**src/rtl/uhr_pkg.sv**
```systemverilog
package uhr_pkg;

  typedef enum logic [2:0] {
    FR_IDLE  = 3'd0,
    FR_START = 3'd1,
    FR_DATA  = 3'd2,
    FR_STOP  = 3'd3,
    FR_WAITH = 3'd4
  } fr_state_t;

endpackage

```
**src/rtl/uhr_sync.sv**
```systemverilog
module uhr_sync #(
  parameter int STAGES = 2
) (
  input  logic clk,
  input  logic rst_n,
  input  logic d,
  output logic q
);

  logic [STAGES-1:0] chain_q;
  logic [STAGES-1:0] chain_n;

  always_comb begin
    chain_n = {chain_q[STAGES-2:0], d};
  end

  always_ff @(posedge clk or negedge rst_n) begin
    if (!rst_n) chain_q <= '1;
    else        chain_q <= chain_n;
  end

  assign q = chain_q[STAGES-1];

endmodule

```
**src/rtl/uhr_framer.sv**
```systemverilog
module uhr_framer
  import uhr_pkg::*;
#(
  parameter int DATA_BITS = 8,
  parameter int OVS       = 16
) (
  input  logic                 clk,
  input  logic                 rst_n,
  input  logic                 tick,
  input  logic                 rx,
  input  logic                 abort,
  input  logic                 addr_en,
  output logic                 done,
  output logic                 stop_ok,
  output logic [DATA_BITS-1:0] data,
  output logic                 abit
);

  localparam int PW  = $clog2(OVS);
  localparam int SW  = DATA_BITS + 1;
  localparam int IW  = $clog2(DATA_BITS + 2);
  localparam logic [PW-1:0] PH_MID  = PW'(OVS/2 - 1);
  localparam logic [PW-1:0] PH_LAST = PW'(OVS - 1);

  fr_state_t      st_q, st_n;
  logic [PW-1:0]  ph_q, ph_n;
  logic [IW-1:0]  idx_q, idx_n;
  logic [SW-1:0]  sh_q, sh_n;
  logic           done_q, done_n;
  logic           stop_q, stop_n;
  logic           adv;
  logic [IW-1:0]  idx_end;

  assign adv     = tick | abort;
  assign idx_end = addr_en ? IW'(DATA_BITS) : IW'(DATA_BITS - 1);

  always_comb begin
    st_n   = st_q;
    ph_n   = ph_q;
    idx_n  = idx_q;
    sh_n   = sh_q;
    done_n = 1'b0;
    stop_n = stop_q;
    if (abort) begin
      st_n = FR_IDLE;
      ph_n = '0;
    end else if (tick) begin
      unique case (st_q)
        FR_IDLE: begin
          if (!rx) begin
            st_n = FR_START;
            ph_n = '0;
          end
        end
        FR_START: begin
          if (ph_q == PH_MID) begin
            ph_n  = '0;
            idx_n = '0;
            st_n  = rx ? FR_IDLE : FR_DATA;
          end else begin
            ph_n = ph_q + 1'b1;
          end
        end
        FR_DATA: begin
          if (ph_q == PH_LAST) begin
            ph_n  = '0;
            sh_n  = {rx, sh_q[SW-1:1]};
            idx_n = idx_q + 1'b1;
            if (idx_q == idx_end) st_n = FR_STOP;
          end else begin
            ph_n = ph_q + 1'b1;
          end
        end
        FR_STOP: begin
          if (ph_q == PH_LAST) begin
            ph_n   = '0;
            done_n = 1'b1;
            stop_n = rx;
            st_n   = rx ? FR_IDLE : FR_WAITH;
          end else begin
            ph_n = ph_q + 1'b1;
          end
        end
        FR_WAITH: begin
          if (rx) st_n = FR_IDLE;
        end
        default: st_n = FR_IDLE;
      endcase
    end
  end

  always_ff @(posedge clk or negedge rst_n) begin
    if (!rst_n) begin
      st_q   <= FR_IDLE;
      ph_q   <= '0;
      idx_q  <= '0;
      sh_q   <= '0;
      stop_q <= 1'b1;
    end else if (adv) begin
      st_q   <= st_n;
      ph_q   <= ph_n;
      idx_q  <= idx_n;
      sh_q   <= sh_n;
      stop_q <= stop_n;
    end
  end

  always_ff @(posedge clk or negedge rst_n) begin
    if (!rst_n) done_q <= 1'b0;
    else        done_q <= done_n;
  end

  assign done    = done_q;
  assign stop_ok = stop_q;
  assign data    = addr_en ? sh_q[DATA_BITS-1:0] : sh_q[SW-1:1];
  assign abit    = addr_en & sh_q[SW-1];

endmodule

```
**src/rtl/uhr_idle.sv**
```systemverilog
module uhr_idle #(
  parameter int DATA_BITS = 8,
  parameter int OVS       = 16
) (
  input  logic clk,
  input  logic rst_n,
  input  logic tick,
  input  logic rx,
  input  logic restart,
  input  logic addr_en,
  output logic idle_hit
);

  localparam int TERM_S = OVS * (DATA_BITS + 2);
  localparam int TERM_L = OVS * (DATA_BITS + 3);
  localparam int CW     = $clog2(TERM_L + 1);

  logic [CW-1:0] cnt_q, cnt_n;
  logic          hit_q, hit_n;
  logic [CW-1:0] term;

  assign term = addr_en ? CW'(TERM_L) : CW'(TERM_S);

  always_comb begin
    cnt_n = cnt_q;
    hit_n = 1'b0;
    if (restart) begin
      cnt_n = '0;
    end else if (tick) begin
      if (!rx) begin
        cnt_n = '0;
      end else if (cnt_q < term) begin
        cnt_n = cnt_q + 1'b1;
        hit_n = (cnt_q == term - 1'b1);
      end
    end
  end

  always_ff @(posedge clk or negedge rst_n) begin
    if (!rst_n) cnt_q <= '0;
    else if (tick | restart) cnt_q <= cnt_n;
  end

  always_ff @(posedge clk or negedge rst_n) begin
    if (!rst_n) hit_q <= 1'b0;
    else        hit_q <= hit_n;
  end

  assign idle_hit = hit_q;

endmodule

```
**src/rtl/uhr_hunt.sv**
```systemverilog
module uhr_hunt #(
  parameter int DATA_BITS = 8,
  parameter int CNT_W     = 16
) (
  input  logic                 clk,
  input  logic                 rst_n,
  input  logic                 fr_done,
  input  logic                 fr_stop_ok,
  input  logic [DATA_BITS-1:0] fr_data,
  input  logic                 fr_abit,
  input  logic                 idle_hit,
  input  logic                 enter_hunt,
  input  logic                 wake_sel,
  input  logic                 brk_clr,
  output logic                 rx_valid,
  output logic [DATA_BITS-1:0] rx_data,
  output logic                 rx_addr,
  output logic                 rx_ferr,
  output logic                 brk_evt,
  output logic [CNT_W-1:0]     brk_cnt,
  output logic                 hunting
);

  logic                 hunt_q, hunt_n;
  logic                 vld_q, vld_n;
  logic [DATA_BITS-1:0] dat_q, dat_n;
  logic                 adr_q, adr_n;
  logic                 fer_q, fer_n;
  logic                 evt_q, evt_n;
  logic [CNT_W-1:0]     cnt_q, cnt_n;
  logic                 is_brk;
  logic                 is_wake;

  assign is_brk  = fr_done & ~fr_stop_ok & ~fr_abit & (fr_data == '0);
  assign is_wake = wake_sel & fr_abit & fr_stop_ok;

  always_comb begin
    hunt_n = hunt_q;
    vld_n  = 1'b0;
    dat_n  = dat_q;
    adr_n  = 1'b0;
    fer_n  = 1'b0;
    evt_n  = 1'b0;
    if (enter_hunt) begin
      hunt_n = 1'b1;
    end else if (fr_done) begin
      if (is_brk) begin
        evt_n = 1'b1;
      end else if (!hunt_q || is_wake) begin
        hunt_n = 1'b0;
        vld_n  = 1'b1;
        dat_n  = fr_data;
        adr_n  = fr_abit;
        fer_n  = ~fr_stop_ok;
      end
    end else if (hunt_q && !wake_sel && idle_hit) begin
      hunt_n = 1'b0;
    end
  end

  always_comb begin
    cnt_n = cnt_q;
    if (brk_clr)                    cnt_n = '0;
    else if (evt_n && cnt_q != '1)  cnt_n = cnt_q + 1'b1;
  end

  always_ff @(posedge clk or negedge rst_n) begin
    if (!rst_n) begin
      hunt_q <= 1'b1;
      vld_q  <= 1'b0;
      adr_q  <= 1'b0;
      fer_q  <= 1'b0;
      evt_q  <= 1'b0;
      cnt_q  <= '0;
    end else begin
      hunt_q <= hunt_n;
      vld_q  <= vld_n;
      adr_q  <= adr_n;
      fer_q  <= fer_n;
      evt_q  <= evt_n;
      cnt_q  <= cnt_n;
    end
  end

  always_ff @(posedge clk or negedge rst_n) begin
    if (!rst_n)     dat_q <= '0;
    else if (vld_n) dat_q <= dat_n;
  end

  assign rx_valid = vld_q;
  assign rx_data  = dat_q;
  assign rx_addr  = adr_q;
  assign rx_ferr  = fer_q;
  assign brk_evt  = evt_q;
  assign brk_cnt  = cnt_q;
  assign hunting  = hunt_q;

endmodule

```
**src/rtl/uart_hunt_rx.sv**
```systemverilog
module uart_hunt_rx #(
  parameter int DATA_BITS   = 8,
  parameter int OVS         = 16,
  parameter int CNT_W       = 16,
  parameter int SYNC_STAGES = 2
) (
  input  logic                 clk,
  input  logic                 rst_n,
  input  logic                 tick16,
  input  logic                 rxd,
  input  logic                 addr_en,
  input  logic                 wake_sel,
  input  logic                 enter_hunt,
  input  logic                 brk_clr,
  output logic                 rx_valid,
  output logic [DATA_BITS-1:0] rx_data,
  output logic                 rx_addr,
  output logic                 rx_ferr,
  output logic                 brk_evt,
  output logic [CNT_W-1:0]     brk_cnt,
  output logic                 hunting
);

  logic [1:0]           rst_pipe_q;
  logic                 rst_s;
  logic                 rx_s;
  logic                 fr_done;
  logic                 fr_stop_ok;
  logic [DATA_BITS-1:0] fr_data;
  logic                 fr_abit;
  logic                 idle_hit;

  always_ff @(posedge clk or negedge rst_n) begin
    if (!rst_n) rst_pipe_q <= 2'b00;
    else        rst_pipe_q <= {rst_pipe_q[0], 1'b1};
  end
  assign rst_s = rst_pipe_q[1];

  uhr_sync #(.STAGES(SYNC_STAGES)) u_sync (
    .clk   (clk),
    .rst_n (rst_s),
    .d     (rxd),
    .q     (rx_s)
  );

  uhr_framer #(.DATA_BITS(DATA_BITS), .OVS(OVS)) u_framer (
    .clk     (clk),
    .rst_n   (rst_s),
    .tick    (tick16),
    .rx      (rx_s),
    .abort   (enter_hunt),
    .addr_en (addr_en),
    .done    (fr_done),
    .stop_ok (fr_stop_ok),
    .data    (fr_data),
    .abit    (fr_abit)
  );

  uhr_idle #(.DATA_BITS(DATA_BITS), .OVS(OVS)) u_idle (
    .clk      (clk),
    .rst_n    (rst_s),
    .tick     (tick16),
    .rx       (rx_s),
    .restart  (enter_hunt),
    .addr_en  (addr_en),
    .idle_hit (idle_hit)
  );

  uhr_hunt #(.DATA_BITS(DATA_BITS), .CNT_W(CNT_W)) u_hunt (
    .clk        (clk),
    .rst_n      (rst_s),
    .fr_done    (fr_done),
    .fr_stop_ok (fr_stop_ok),
    .fr_data    (fr_data),
    .fr_abit    (fr_abit),
    .idle_hit   (idle_hit),
    .enter_hunt (enter_hunt),
    .wake_sel   (wake_sel),
    .brk_clr    (brk_clr),
    .rx_valid   (rx_valid),
    .rx_data    (rx_data),
    .rx_addr    (rx_addr),
    .rx_ferr    (rx_ferr),
    .brk_evt    (brk_evt),
    .brk_cnt    (brk_cnt),
    .hunting    (hunting)
  );

endmodule

```
**config.mk**
```make
export PLATFORM = sky130hd
export DESIGN_NAME = uart_hunt_rx
export DESIGN_NICKNAME = d
export VERILOG_FILES = /design/src/rtl/uhr_pkg.sv /design/src/rtl/uhr_sync.sv /design/src/rtl/uhr_framer.sv /design/src/rtl/uhr_idle.sv /design/src/rtl/uhr_hunt.sv /design/src/rtl/uart_hunt_rx.sv
export SDC_FILE = /design/constraint.sdc
export NUM_CORES = 1
export LEC_CHECK = 0
export ABC_AREA = 1
export BUFFER_PORTS_ARGS = -buffer_cell sky130_fd_sc_hd__buf_2
export CORE_MARGIN = 2
export CORE_UTILIZATION = 40
export DETAILED_ROUTE_END_ITERATION = 6
export PLACE_DENSITY = 0.67
export SYNTH_ARGS = -nofsm -noshare
export SYNTH_HDL_FRONTEND = slang
export SYNTH_SLANG_ARGS = --single-unit
```
**constraint.sdc**
```tcl
create_clock -name clk -period 3 [get_ports clk]
set_input_delay 0.75 -clock clk [delete_from_list [all_inputs] [get_ports clk]]
set_output_delay 0.75 -clock clk [all_outputs]
set_load 0.05 [all_outputs]
```
---- Word level (Yosys, flattened, before mapping) ----
Cells that the tools add are included.
word-level totals
  logic and storage cells ................. 133
  bits of input ports ..................... 8
  output and inout port bits .............. 29
  flip-flop bits (word level) ............. 64
operators by class
  mux-type cells .......................... 57
  order comparisons ....................... 1
  add/sub/neg operators ................... 5
  bitwise gates (word level) .............. 11
  reduce and logical (&&, ||, !) cells .... 22
  eq/ne operators ......................... 20
operators with widths
  operator                                                             count
  8-bit two-way mux                                                    5
  16-bit two-way mux                                                   2
  4-bit two-way mux                                                    8
  1-bit two-way mux                                                    28
  3-bit two-way mux                                                    9
  16-bit by 1-bit adder with 16-bit output (second input constant)     1
  16-bit != test (second input constant)                               1
  3-bit by 2-bit != test with 1-bit output (second input constant)     5
  3-bit case mux with 5 select lines                                   1
  5-bit AND reduction                                                  3
  3-bit != test (second input constant)                                4
  4-bit case mux with 3 select lines                                   1
  4-bit by 1-bit adder with 4-bit output (second input constant)       2
  8-bit by 1-bit adder with 8-bit output (second input constant)       1
  8-bit == test                                                        1
  8-bit zero test                                                      1
  8-bit less-than comparator                                           1
  4-bit case mux with 2 select lines                                   1
  8-bit AND reduction                                                  1
  8-bit by 1-bit subtractor with 8-bit output (second input constant)  1
  1-bit AND                                                            6
  3-bit by 2-bit == test with 1-bit output (second input constant)     2
  3-bit AND reduction                                                  2
  6-bit AND reduction                                                  1
  other kinds (19)                                                     28

---- Depth between registers and ports, before layout ----
Gate-level depths: netlist of the first run.
  depth after elaboration ................. 10
  gate-level depth with buffers ........... 11
  depth with buffers taken out ............ 11

---- Cells and area by module ----
From an unflattened synthesis of the first run, not the netlist that was laid out.
second synthesis, totals
  cells, all modules ...................... 466
  area, all modules ....................... 3657.3 µm²
modules (own cells, without submodules)
  module        instances  cells an instance  seq. area each (µm²)  area an instance (µm²)
  uhr_hunt      1          212                726.9                 1685.4
  uhr_framer    1          169                551.8                 1295.0
  uhr_idle      1          80                 225.2                 570.5
  uart_hunt_rx  1          3                  50.0                  53.8
  uhr_sync      1          2                  52.6                  52.6

---- Worst setup path after synthesis of the first run ----
OpenSTA, ideal clock, no wires.
  path kind ............................... reg-to-reg
  start ................................... register u_hunt.cnt_q[0] (netlist: u_hunt.brk_cnt[0])
  end ..................................... register u_hunt.cnt_q[6] (netlist: u_hunt.brk_cnt[6])
  arrival time ............................ 1905 ps
  setup time .............................. 119 ps
  path slack .............................. 976 ps
  buffers on the path ..................... 1
  period minus slack after synthesis ...... 2024 ps
  cell stages (with the launch flop) ...... 10
  cells stage by stage .................... dfrtp_1 ha_1 nand2_1 nor2_2 nand2_1 inv_1 nand4_2 buf_2 nand4_1 nand2_1
between the ends
  longest elaborated chain between the ends .. 3
  elaborated cells between the ends (all ways) .. 6
  classes of those cells .................. 1 x add/sub; 1 x eq/ne; 2 x mux; 2 x reduce/logical
ends and longest elaborated chain
  element                                                                            RTL line        text
  from (decl)                                                                        uhr_hunt.sv:30  logic [CNT_W-1:0] cnt_q, cnt_n;
  from (signal assigned)                                                             uhr_hunt.sv:81  cnt_q <= cnt_n;
  16-bit by 1-bit adder with 16-bit output / 16-bit != test (equally long branches)  uhr_hunt.sv:64  else if (evt_n && cnt_q != '1) cnt_n = cnt_q + 1'b1;
  16-bit two-way mux / 1-bit logical AND (equally long branches)                     uhr_hunt.sv:64
  16-bit two-way mux / 2-bit nonzero test (equally long branches)                    -
Several ways; a longest one is shown, not always the timed one. The select of a mux whose other input is x is not followed.
A chain may end at the register's enable or synchronous reset.

---- Final worst setup path of the first run ----
  start ................................... register u_hunt.cnt_q[0] (netlist: u_hunt.brk_cnt[0])
  end ..................................... register u_hunt.cnt_q[4] (netlist: u_hunt.brk_cnt[4])
Same word-level chain as after synthesis.

==> results of run 1 <==
routing by layer:
metal	global-route usage, %	part of all wire, %	routed length [µm]
met1	25.38	51	4302
met4	5.925	1.7	147
met3	4.072	3.3	281
met2	27.18	44	3740
met5	0	0	0
critical path, stage by stage, from the launching register on:
cell and delay, ns:
dfrtp_1 0.45, ha_1 0.24, nand2_1 0.08, nor2_2 0.25, nand2_1 0.10, inv_1 0.09, nand4_2 0.37, nand4_1 0.27
nand2_1 0.08
kinds of logic after synthesis:
family,share of synthesized area (%)
compound gates,5.380
other cells,0.09833
buf+inv,8.563
fa+ha+maj,1.640
mux,0.2953
simple gates,37.99
xor+xnor,3.904
flops,42.13
cell usage after synthesis, types with 5 or more instances:
cell / count / area share, %
a21oi_1: 5 / 0.66
nand4_1: 28 / 4.6
dfrtp_1: 60 / 39
nor2_2: 6 / 0.98
o21ai_1: 9 / 1.2
nand2_1: 142 / 14
inv_1: 60 / 5.9
o21ai_0: 21 / 2.8
nand2_2: 9 / 1.5
nor3_1: 13 / 1.7
nand3_2: 12 / 3.1
nand3_1: 32 / 4.2
xor2_1: 15 / 3.4
ha_1: 5 / 1.6
buf_2: 6 / 0.79
nor2_1: 52 / 5.1
registers in the layout, indices dropped and copies added, names as in the netlist:
name,flops
rst_pipe_q,2
u_framer.st_q,3
u_idle.cnt_q,8
u_idle.idle_hit,1
u_framer.idx_q,4
u_hunt.rx_valid,1
u_hunt.brk_evt,1
u_hunt.rx_addr,1
u_hunt.rx_ferr,1
u_framer.done,1
u_framer.sh_q,9
u_sync.chain_q,2
u_framer.ph_q,4
u_framer.stop_ok,1
u_hunt.rx_data,8
u_hunt.hunting,1
u_hunt.brk_cnt,16
power by group through the flow:
stage	clock network, mW	registers [mW]	logic [mW]
2_1_floorplan	0	0.934	0.134
3_3_place_gp	0	0.943	0.168
3_5_place_dp	0	0.942	0.173
4_1_cts	0.776	0.927	0.174
5_1_grt	0.816	0.934	0.202
6_report	0.758	0.926	0.175
layout make-up:
cell class,instances,area [µm²],area share (%)
Clock buffer,13,158.9,3.703
Inverter,62,232.7,5.423
Tap cell,129,161.4,3.761
Sequential cell,64,1608,37.46
Multi-Input combinational cell,367,1881,43.82
Clock inverter,3,40.04,0.9329
Timing Repair Buffer,40,210.2,4.898
placed cells by master (no fill, tap or decap), types with 2 or more instances in the layout:
cell type and count:
nor3b_1 2, nor2_2 6, inv_2 2, nand3_2 12
nor3_1 13, buf_4 4, o21bai_1 2, o21ai_1 9
or2_2 2, xor2_1 15, clkinv_2 2, xnor2_1 2
a21oi_1 5, nor2_4 4, dfrtp_1 59, dfstp_2 4
nand3_1 32, inv_1 60, nand2_1 142, buf_2 36
o21ai_0 21, clkbuf_1 2, nor2_1 52, nand4_1 28
nand2_2 9, clkbuf_8 11, ha_1 5
per-stage QoR:
stage / util (%) / setup slack [ns] / total power, mW / instance area, µm² / hold WS (ns)
2_1_floorplan: - / 0.9764 / 1.068 / 3814 / 0.3312
3_3_place_gp: 44.29 / 0.7180 / 1.110 / 4093 / 0.3388
3_5_place_dp: 44.29 / 0.6515 / 1.115 / 4093 / 0.3404
4_1_cts: 46.45 / 0.9080 / 1.876 / 4292 / 0.1709
5_1_grt: 46.45 / 0.7118 / 1.951 / 4292 / 0.1670
6_report: 46.45 / 0.9489 / 1.858 / 4292 / 0.1836
final timing paths:
path,start,endpoint
worst max-delay path,u_hunt.brk_cnt[0],u_hunt.brk_cnt[4]
worst min-delay path,rst_n,rst_pipe_q[1]
worst max register to register,u_hunt.brk_cnt[0],u_hunt.brk_cnt[4]
worst min register to register,rst_pipe_q[0],rst_pipe_q[1]
max in group asynchronous,rst_pipe_q[1],u_hunt.brk_cnt[2]
min in group clk,rst_pipe_q[0],rst_pipe_q[1]
==> flow_summary.ini, run 1 <==
[status]
status = complete, no violations

[clocking]
cts_hold_buf = 0
tritoncts = yes
cts_sinks = 64
postCtsSetupRepairBufs = 0
ctsResizeCount = 0
htree_levels = 3
clk_pin_slew_worst_paths_ns = 0.07
cts-root-buf = clkbuf_8
cts_made_buffers = 9
clk-insertion-delay-late_ns = 0.34
clockBufferDepth = 2

[floorplan]
core_region_area_um2 = 9240
pin_count = 37
fp.dieH_um = 101.6
die_area_um2 = 10330
die_w_um = 101.6
rows = 35
start_util_pct = 41.27

[final_layout]
syn2layout_area_growth_pct = 12.53
antenna_cells = 0
layout.nets = 557
drive_gt1_share_pct = 17.85
fin_cells = 678
nFillCells = 928

[drt]
viasPerCell = 4.869
ant_nets = 0
wl_mm = 8.472
drc = 0
vias = 3301
first_pass_iters = 6
routedWlPerCell_um = 12.50
drt_iter0_drc = 267

[setup_path]
path_class = register to register
required_ns = 3.22
start_kind = register
timing.reg2reg.worst_path_depth = 8
crit_fanout = 16
end_kind = register
ff2ff_setup_slack_ns = 0.95
crit_arrival_ns = 2.27

[pwr]
power.density_nw_per_um2 = 432.9
intPower_mw = 1.374
irDropWorstVdd_mv = 0.2422
p_comb_share_pct = 9.4
seq_power_share_pct = 49.8
p_clk_share_pct = 40.8
power.static_leakage_nw = 2.190
p_switching_uw = 484.5
switching_share_pct = 26.08

[global_routing]
antenna_found_initial = 0
grt_pass1_wl_mm = 14.83
grt-ovfl-total = 0
grtUsageTotal_pct = 17.94
grt_max_degree = 50
grt_pass1_vias = 3182

[sta]
setup_violations = 0
finalCriticalPeriod_ns = 2.051
rsz0062_at_grt = false
finalCritPeriodShare_pct = 68.37
slew_viol_final = 0
hold_viol_final = 0
timing.setup.tns_ns = 0
fmax_mhz = 487.5
worst_pin_slew_ns = 1.045
slew_headroom_pct = 30.31
clock_skew_ns = 0.007017

[place]
gp_congestion = 0.8653
portBuffers = 36
hpwl_mm = 6.059
placed_cells = 662

[synth]
synth_ff_type = dfrtp_1
syn_inst = 506
synth-async-reset-ratio_pct = 100.0
synth-seq-cells = 64
syn_nets = 519
synth_edf_count = 0
ys_seq_area_share_pct = 42.13
synth_warnings = 0
syn_area_um2 = 3814
avgSynthCellArea_um2 = 7.537
yosysUniqueCellTypes = 32

[flow_run]
drv_cap = 0

[hold_path]
hold_class = primary input to asynchronous set/reset pin
Power figures use the tool's default switching activity.
==> run 2: changes to the inputs <==
PLACE_DENSITY = 0.69   (was 0.67)
clock period = 1.82 ns   (was 3 ns; I/O delays follow)
==> run 2 against run 1 <==
  * Total power increased by 59%
  * Sequential share of layout area decreased by 2.2 points
  * Die area unchanged
  * Register-to-register slack got worse by 0.79 ns
  * Combinational power increased by 93%
  * Clock-buffer cell count unchanged
  * Critical path depth unchanged
  * Sequential power increased by 63%
  * Non-clock buffer count increased by 32
  * Core utilization increased by 3.1 points
  * Clock skew about the same
  * Fmax increased by 23%
  * Largest power group unchanged
==> flow_summary.ini, run 2 (synthesis gave the netlist of run 1 again) <==
[status]
status = complete, no violations

[drt]
vias = 3510
wl_mm = 8.773
drt_iter0_drc = 226
ant_nets = 0
viasPerCell = 4.944
routedWlPerCell_um = 12.36
first_pass_iters = 5
drc = 0

[sta]
finalCriticalPeriod_ns = 1.665
rsz0062_at_grt = true
slew_viol_final = 0
clock_skew_ns = 0.007272
worst_slack_ns = 0.1552
timing.setup.tns_ns = 0
fmax_mhz = 600.7
finalCritPeriodShare_pct = 91.47
hold_viol_final = 0
setup_violations = 0

[setup_path]
required_ns = 2.04
r2r_end = u_framer.idx_q[1]
cp-endpoint = u_framer.idx_q[1]
path_class = register to register
start_kind = register
crit_fanout = 5
timing.rr.start = u_framer.ph_q[0]
crit_start = u_framer.ph_q[0]
timing.reg2reg.worst_path_depth = 8
crit_arrival_ns = 1.88
ff2ff_setup_slack_ns = 0.16
end_kind = register

[final_layout]
seq_area_um2 = 1612
multi_input_area_um2 = 1903
syn2layout_area_growth_pct = 19.98
drive_gt1_share_pct = 23.41
largest_reg_flops = 16
final_cell_mix = nand2_1, inv_1, dfrtp_1
layout_commonest_cell = nand2_1
antenna_cells = 0
nFillCells = 895
fin_area_um2 = 4576
layout.nets = 589

[floorplan]
die_area_um2 = 10330
core_region_area_um2 = 9240
die_w_um = 101.6
pin_count = 37
start_util_pct = 41.27
rows = 35
fp.dieH_um = 101.6

[clocking]
htree_levels = 3
cts_sinks = 64
cts_made_buffers = 9
cts-root-buf = clkbuf_8
tritoncts = yes
clockBufferDepth = 2
clk-insertion-delay-late_ns = 0.33
clk_pin_slew_worst_paths_ns = 0.07
postCtsSetupRepairBufs = 0

[place]
pre_cts_slack_ns = -0.04330
placed_area_um2 = 4373
gp_congestion = 0.8497
portBuffers = 36
hpwl_mm = 6.444

[hold_path]
hold_class = primary input to register

[global_routing]
grt_pass1_wl_mm = 15.18
grt_max_degree = 33
grt_pass1_vias = 3336
grt-ovfl-total = 0
antenna_found_initial = 0
grtUsageTotal_pct = 18.40

[pwr]
power.static_leakage_nw = 2.338
totalPowerFinal_mw = 2.953
irDropWorstVdd_mv = 0.3075
power.density_nw_per_um2 = 645.3

[flow_run]
drv_cap = 0
run 2: repair_timing:
item | CTS | global route
hold buffers | 1 | 0
resized for setup | 0 | 7
endpoints found under the setup margin | 0 | 14
hold endpoints to repair | 2 | 0
run 2: layout make-up:
cell class                 instances  share of cell area (%)
clock buffer                      13                   3.473
clock inverter                     3                  0.3828
inverter                          62                   5.086
multi-input combinational        367                   41.59
sequential                        64                   35.22
tap                              129                   3.527
timing repair buffer              72                   10.72
run 2: metal layers:
metal / share of wire [%] / global-route usage (%) / wire length (µm) / vias to the layer above
met3: 3.9 / 3.037 / 346 / 11
met2: 46 / 29.20 / 4024 / 93
met4: 1.2 / 7.173 / 108 / 0
li1: - / - / - / 1768
met5: 0 / 0 / 0 / -
met1: 49 / 25.20 / 4294 / 1638
run 2: stage by stage:
stage          hold slack [ns]  util (%)  std cells
2_1_floorplan           0.1594         -        506
3_3_place_gp            0.2420     47.33        693
3_5_place_dp            0.2421     47.33        693
4_1_cts                 0.1987     49.34        710
5_1_grt                 0.1944     49.52        710
6_report                0.2168     49.52        710
run 2: worst min path at each step:
stage                     slack [ns]  depth (start not counted)                 to   from
after global routing            0.19                          1  u_sync.chain_q[0]    rxd
after CTS                       0.20                          1  u_sync.chain_q[0]    rxd
final                           0.22                          1  u_sync.chain_q[0]    rxd
after floorplan                 0.16                          0      rst_pipe_q[0]  rst_n
after global placement          0.24                          1      rst_pipe_q[0]  rst_n
after detailed placement        0.24                          1      rst_pipe_q[0]  rst_n
run 2: worst max-delay path, cell delays in order (launching register included):
cell	delay, ns
dfrtp_1	0.41
ha_1	0.23
nand2_2	0.10
nor2_1	0.07
or2_2	0.31
nand4_1	0.20
inv_2	0.08
nand3_1	0.07
o21ai_0	0.07
run 2: power breakdown:
part,switching [mW],leakage (nW),internal [mW]
registers,0.0423,0.861,1.46
logic,0.222,1.39,0.115
clock network,0.544,0.0894,0.566
